==> src/rtl/pwm_aq_pkg.sv <==
package pwm_aq_pkg;

  localparam int unsigned CTL_W = 12;

  typedef enum logic [1:0] {
    ACT_NONE   = 2'b00,
    ACT_LOW    = 2'b01,
    ACT_HIGH   = 2'b10,
    ACT_TOGGLE = 2'b11
  } act_e;

  typedef enum logic [1:0] {
    LD_ZERO   = 2'b00,
    LD_PERIOD = 2'b01,
    LD_EITHER = 2'b10,
    LD_NEVER  = 2'b11
  } load_e;

  // bit i of this struct matches field i of the control word
  typedef struct packed {
    logic cbd;
    logic cbu;
    logic cad;
    logic cau;
    logic prd;
    logic zro;
  } evt_t;

  function automatic logic [1:0] pick_act(logic hit, logic [1:0] fld, logic [1:0] prev);
    return (hit && (fld != ACT_NONE)) ? fld : prev;
  endfunction

  function automatic logic apply_act(logic cur, logic [1:0] a);
    case (a)
      ACT_LOW:    return 1'b0;
      ACT_HIGH:   return 1'b1;
      ACT_TOGGLE: return ~cur;
      default:    return cur;
    endcase
  endfunction

endpackage

==> src/rtl/pwm_shadow_reg.sv <==
module pwm_shadow_reg #(
  parameter int unsigned W = 16
) (
  input  logic         clk,
  input  logic         rst_n,
  input  logic         wr,
  input  logic         imm,
  input  logic         load,
  input  logic [W-1:0] wdata,
  output logic [W-1:0] active
);

  logic [W-1:0] shadow_q;
  logic [W-1:0] shadow_d;
  logic [W-1:0] active_q;
  logic [W-1:0] active_d;
  logic         shadow_en;
  logic         active_en;

  always_comb begin
    shadow_en = wr & ~imm;
    shadow_d  = wdata;
    active_en = (wr & imm) | load;
    active_d  = (wr & imm) ? wdata : shadow_q;
  end

  always_ff @(posedge clk or negedge rst_n) begin
    if (!rst_n) begin
      shadow_q <= '0;
    end else if (shadow_en) begin
      shadow_q <= shadow_d;
    end
  end

  always_ff @(posedge clk or negedge rst_n) begin
    if (!rst_n) begin
      active_q <= '0;
    end else if (active_en) begin
      active_q <= active_d;
    end
  end

  assign active = active_q;

endmodule

==> src/rtl/pwm_evt_decode.sv <==
module pwm_evt_decode
  import pwm_aq_pkg::*;
#(
  parameter int unsigned CTR_W = 16
) (
  input  logic             tick,
  input  logic             mode_ud,
  input  logic [CTR_W-1:0] ctr,
  input  logic             ctr_up,
  input  logic             evt_zero,
  input  logic             evt_prd,
  input  logic [1:0]       load_sel,
  input  logic [CTR_W-1:0] cmpa,
  input  logic [CTR_W-1:0] cmpb,
  output evt_t             evts,
  output logic             load
);

  logic rising;
  logic falling;
  logic hit_a;
  logic hit_b;

  always_comb begin
    // up-count mode treats every match as rising
    rising   = ~mode_ud | ctr_up;
    falling  = mode_ud & ~ctr_up;
    hit_a    = tick & (ctr == cmpa);
    hit_b    = tick & (ctr == cmpb);
    evts.zro = tick & evt_zero;
    evts.prd = tick & evt_prd;
    evts.cau = hit_a & rising;
    evts.cad = hit_a & falling;
    evts.cbu = hit_b & rising;
    evts.cbd = hit_b & falling;
  end

  always_comb begin
    case (load_e'(load_sel))
      LD_ZERO:   load = tick & evt_zero;
      LD_PERIOD: load = tick & evt_prd;
      LD_EITHER: load = tick & (evt_zero | evt_prd);
      default:   load = 1'b0;
    endcase
  end

endmodule

==> src/rtl/pwm_out_qual.sv <==
module pwm_out_qual
  import pwm_aq_pkg::*;
(
  input  logic             clk,
  input  logic             rst_n,
  input  logic             tick,
  input  logic             mode_ud,
  input  evt_t             evts,
  input  logic [CTL_W-1:0] ctl,
  input  logic             sw_stb,
  input  logic [1:0]       sw_act,
  input  logic [1:0]       frc,
  output logic             pwm
);

  logic [1:0] evt_act;
  logic       pwm_q;
  logic       pwm_d;
  logic       pwm_en;

  // chain runs lowest priority first, so later hits override
  always_comb begin
    evt_act = ACT_NONE;
    evt_act = pick_act(evts.zro, ctl[1:0], evt_act);
    if (mode_ud) begin
      evt_act = pick_act(evts.prd, ctl[3:2],   evt_act);
      evt_act = pick_act(evts.cau, ctl[5:4],   evt_act);
      evt_act = pick_act(evts.cad, ctl[7:6],   evt_act);
      evt_act = pick_act(evts.cbu, ctl[9:8],   evt_act);
      evt_act = pick_act(evts.cbd, ctl[11:10], evt_act);
    end else begin
      evt_act = pick_act(evts.cau, ctl[5:4],   evt_act);
      evt_act = pick_act(evts.cbu, ctl[9:8],   evt_act);
      evt_act = pick_act(evts.prd, ctl[3:2],   evt_act);
    end
  end

  always_comb begin
    pwm_en = tick | sw_stb;
    pwm_d  = pwm_q;
    if (tick) begin
      pwm_d = apply_act(pwm_q, evt_act);
    end
    if (sw_stb && (sw_act != ACT_NONE)) begin
      pwm_d = apply_act(pwm_q, sw_act);
    end
    if (tick && (frc == 2'b01)) begin
      pwm_d = 1'b0;
    end
    if (tick && (frc == 2'b10)) begin
      pwm_d = 1'b1;
    end
  end

  always_ff @(posedge clk or negedge rst_n) begin
    if (!rst_n) begin
      pwm_q <= 1'b0;
    end else if (pwm_en) begin
      pwm_q <= pwm_d;
    end
  end

  assign pwm = pwm_q;

endmodule

==> src/rtl/pwm_event_qualifier.sv <==
module pwm_event_qualifier
  import pwm_aq_pkg::*;
#(
  parameter int unsigned CTR_W = 16
) (
  input  logic             clk,
  input  logic             rst_n,
  input  logic             tick,
  input  logic             mode_ud,
  input  logic [CTR_W-1:0] ctr,
  input  logic             ctr_up,
  input  logic             evt_zero,
  input  logic             evt_prd,
  input  logic [1:0]       load_sel,
  input  logic             cmp_imm,
  input  logic [1:0]       cmp_wr,
  input  logic [CTR_W-1:0] cmp_wdata,
  input  logic [11:0]      ctl_a,
  input  logic [11:0]      ctl_b,
  input  logic             sw_stb,
  input  logic [1:0]       sw_act_a,
  input  logic [1:0]       sw_act_b,
  input  logic             frc_imm,
  input  logic             frc_wr,
  input  logic [1:0]       frc_a,
  input  logic [1:0]       frc_b,
  output logic             pwm_a,
  output logic             pwm_b
);

  localparam int unsigned N_OUT = 2;
  localparam int unsigned FRC_W = 2 * N_OUT;

  logic [CTR_W-1:0]            cmpa_act;
  logic [CTR_W-1:0]            cmpb_act;
  logic [FRC_W-1:0]            frc_act;
  logic                        load;
  evt_t                        evts;
  logic [N_OUT-1:0][CTL_W-1:0] ctl_v;
  logic [N_OUT-1:0][1:0]       sw_v;
  logic [N_OUT-1:0]            pwm_v;

  assign ctl_v = {ctl_b, ctl_a};
  assign sw_v  = {sw_act_b, sw_act_a};

  pwm_shadow_reg #(.W(CTR_W)) u_cmpa (
    .clk(clk), .rst_n(rst_n), .wr(cmp_wr[0]), .imm(cmp_imm),
    .load(load), .wdata(cmp_wdata), .active(cmpa_act)
  );

  pwm_shadow_reg #(.W(CTR_W)) u_cmpb (
    .clk(clk), .rst_n(rst_n), .wr(cmp_wr[1]), .imm(cmp_imm),
    .load(load), .wdata(cmp_wdata), .active(cmpb_act)
  );

  pwm_shadow_reg #(.W(FRC_W)) u_force (
    .clk(clk), .rst_n(rst_n), .wr(frc_wr), .imm(frc_imm),
    .load(load), .wdata({frc_b, frc_a}), .active(frc_act)
  );

  pwm_evt_decode #(.CTR_W(CTR_W)) u_dec (
    .tick(tick), .mode_ud(mode_ud), .ctr(ctr), .ctr_up(ctr_up),
    .evt_zero(evt_zero), .evt_prd(evt_prd), .load_sel(load_sel),
    .cmpa(cmpa_act), .cmpb(cmpb_act), .evts(evts), .load(load)
  );

  for (genvar o = 0; o < N_OUT; o++) begin : g_out
    pwm_out_qual u_qual (
      .clk(clk), .rst_n(rst_n), .tick(tick), .mode_ud(mode_ud),
      .evts(evts), .ctl(ctl_v[o]), .sw_stb(sw_stb), .sw_act(sw_v[o]),
      .frc(frc_act[2*o +: 2]), .pwm(pwm_v[o])
    );
  end

  assign pwm_a = pwm_v[0];
  assign pwm_b = pwm_v[1];

endmodule

==> config.mk <==
export PLATFORM = sky130hd
export DESIGN_NAME = pwm_event_qualifier
export DESIGN_NICKNAME = d
export VERILOG_FILES = /design/src/rtl/pwm_aq_pkg.sv /design/src/rtl/pwm_shadow_reg.sv /design/src/rtl/pwm_evt_decode.sv /design/src/rtl/pwm_out_qual.sv /design/src/rtl/pwm_event_qualifier.sv
export SDC_FILE = /design/constraint.sdc
export NUM_CORES = 1
export LEC_CHECK = 0
export ABC_AREA = 0
export BUFFER_PORTS_ARGS = -buffer_cell sky130_fd_sc_hd__buf_2
export CORE_MARGIN = 2
export CORE_UTILIZATION = 24
export DETAILED_ROUTE_END_ITERATION = 12
export GPL_ROUTABILITY_DRIVEN = 0
export RECOVER_POWER = 100
export SLEW_MARGIN = 20
export SYNTH_ARGS = -nofsm -noshare
export SYNTH_HDL_FRONTEND = slang
export SYNTH_SLANG_ARGS = --single-unit
==> constraint.sdc <==
create_clock -name clk -period 3.58 [get_ports clk]
set_clock_uncertainty 0.2 [all_clocks]
set_input_delay 0.716 -clock clk [delete_from_list [all_inputs] [get_ports clk]]
set_output_delay 0.716 -clock clk [all_outputs]
set_load 0.005 [all_outputs]
==> results.json <==
{
  "maxUsedRoutingLayer": "met5",
  "num_vias": 3675,
  "clock_sinks": 74,
  "status": "finished, violations left",
  "synthCells": 455,
  "grt_pass1_vias": 3605,
  "firstDrtPassIters": 4,
  "antenna_left": 0,
  "antenna_found_initial": 3,
  "hold_viol": 0,
  "cts_buffer_depth": 2,
  "clock-root-buffer": "clkbuf_16",
  "cts_max_level": 3,
  "violations": "max-capacitance violations, max-slew violations",
  "final_util": 0.324,
  "ys_seq_area_frac": 0.420,
  "pin_count": 81,
  "setup_violations": 0,
  "dp.cells": 779,
  "wl_met3_um": 685,
  "most-common-layout-cells": "74 x dfrtp_1, 73 x buf_2, 62 x nand2_1, 49 x o21ai_0, 42 x buf_4",
  "finalWirelength_mm": 11.7,
  "final_nets": 652,
  "p_leak_nw": 2.72,
  "cts.reportedPaths.clkPinSlew_ps": 60,
  "coreArea_um2": 18000,
  "worst_setup_path_start_kind": "input pin",
  "slew_violations": 75,
  "overflow": 0,
  "setup_tns_ps": 0,
  "relSlewSlack": -0.275,
  "syn_to_final_growth_pct": 32.3,
  "cp.arrival_ps": 3560,
  "die_x_um": 139,
  "wirelength_met1_mm": 5.53,
  "drive_gt1_frac": 0.360,
  "drtIter0Drc": 188,
  "insertion_delay_ps": 330,
  "grt_pass1_wl_mm": 19.0,
  "worst_pin_slew_ps": 1910,
  "place_ws_ps": -416,
  "max_freq_mhz": 281,
  "finalCritPeriodShare": 0.994,
  "ys_types": 47,
  "avgSynthCellArea_um2": 9.68,
  "p_per_area_nw_per_um2": 443,
  "placementRows": 49,
  "synth_edf_count": 0,
  "timing.final.crit_period_ps": 3560,
  "rsz0062_at_grt": "yes",
  "track_usage": 0.122,
  "start_util": 0.245,
  "async_reset_ff_frac": 1.00,
  "finalNonFillerCells": 798,
  "maxCapViolCount": 1,
  "setup_ws_ps": 20.8,
  "crit_type": "in -> reg",
  "die_area_um2": 19500,
  "required_ps": 3580,
  "grt_max_degree": 75,
  "hold_path_class": "reg -> reg",
  "hpwl_mm": 8.77,
  "numCtsBuffers": 9,
  "ys_ff_latch": 74,
  "wl_per_cell_um": 14.7,
  "synthFlopType": "dfrtp_1",
  "vdd_drop_max_v": 0.000237,
  "wl_met2_mm": 5.40,
  "syn_nets": 544,
  "syn_area_um2": 4400,
  "die_h_um": 139,
  "tritoncts": "yes",
  "hold_path_depth": 1,
  "whs_ps": 304,
  "route.detailed.drc": 0,
  "vias_per_cell": 4.61,
  "cp_max_fo": 4,
  "cp-end-kind": "flip-flop",
  "yosysWarningCount": 0,
  "portBuffers": 80,
  "reg2reg_depth": 14,
  "final_common_cell": "dfrtp_1"
}
[state kept, by name, indices dropped and copies added (netlist names)]
register and count:
u_cmpa.active 16, u_cmpa.shadow_q 16, u_cmpb.active 16, u_cmpb.shadow_q 16
u_force.active 4, u_force.shadow_q 4, g_out.u_qual.pwm 2
[metal layers]
layer	vias to the layer above	track usage
met5	-	0
met1	1727	0.168
li1	1836	-
met4	4	0.0266
met3	12	0.0330
met2	96	0.194
[final cells by class]
| class | count | area (µm²) |
|---|---|---|
| multi-input combinational | 341 | 2620 |
| tap | 229 | 287 |
| timing repair buffer | 124 | 723 |
| fill | 1851 | 12100 |
| antenna | 2 | 5.00 |
| sequential | 74 | 1850 |
| clock inverter | 6 | 67.6 |
| clock buffer | 9 | 225 |
| inverter | 13 | 48.8 |
[cells in the mapped netlist, drive strengths merged, types with 3 or more instances]
cell type	count	area, µm²
inv	13	48.8
nand2b	4	25.0
and2	4	25.0
xnor2	21	184
dfrtp	74	1850
or4	4	33.8
ha	10	125
buf	3	11.3
a221oi	4	41.3
nand4	8	50.1
o21a	3	22.5
mux2	36	405
mux2i	40	400
o21ai	54	270
nor2	12	45.0
nand2	64	240
nor3	9	45.0
nand3	8	40.0
a21oi	6	30.0
o22ai	3	18.8
o31ai	6	45.0
and3	5	31.3
xor2	8	70.1
nor2b	5	31.3
a21boi	3	22.5
clkbuf	24	91.3
[worst max-delay path, cell delays in order]
cell,delay (ps)
buf_2,140
xnor2_2,200
nand3_1,100
or3_4,430
or4_4,520
o21a_1,210
a221oi_2,300
a211oi_2,90
ha_1,290
nor2_1,90
a21oi_1,80
nand2_1,110
a21boi_1,70
o21ai_1,110
o311ai_1,100
[what timing repair did]
item                       in CTS  in global routing
buffers inserted                0                  2
hold buffers                    0                  0
resized for setup               7                 19
setup endpoints to repair       2                  2
pin swaps                       2                  8
[final timing paths]
path,from,endpoint,slack [ps]
setup / recovery,ctr[9],g_out[1].u_qual.pwm,20
hold / removal,u_cmpa.shadow_q[1],u_cmpa.shadow_q[1],300
setup reg to reg,u_cmpb.active[9],g_out[1].u_qual.pwm,100
hold reg to reg,u_cmpa.shadow_q[1],u_cmpa.shadow_q[1],300
max in group asynchronous,rst_n,u_cmpb.active[4],1340
min in group asynchronous,rst_n,u_cmpa.shadow_q[15],700
[where the power goes]
part	internal [W]	total (W)	switching [W]
sequential	0.000978	0.00108	0.000104
clock	0.000538	0.000899	0.000361
combinational	0.000322	0.000601	0.000279
total	0.00184	0.00258	0.000744
[metrics by stage]
stage / power [W] / area, µm²
2_1_floorplan: 0.00142 / 4530
3_3_place_gp: 0.00165 / 5410
3_5_place_dp: 0.00167 / 5410
4_1_cts: 0.00258 / 5740
5_1_grt: 0.00272 / 5820
6_report: 0.00258 / 5830
[kinds of logic after synthesis]
logic type,after synthesis,share of synthesized area
simple gates,130,0.139
flops,74,0.420
buf+inv,40,0.0344
compound gates,96,0.137
fa+ha+maj,10,0.0284
xor+xnor,29,0.0577
mux,76,0.183
Power figures use the tool's default switching activity.
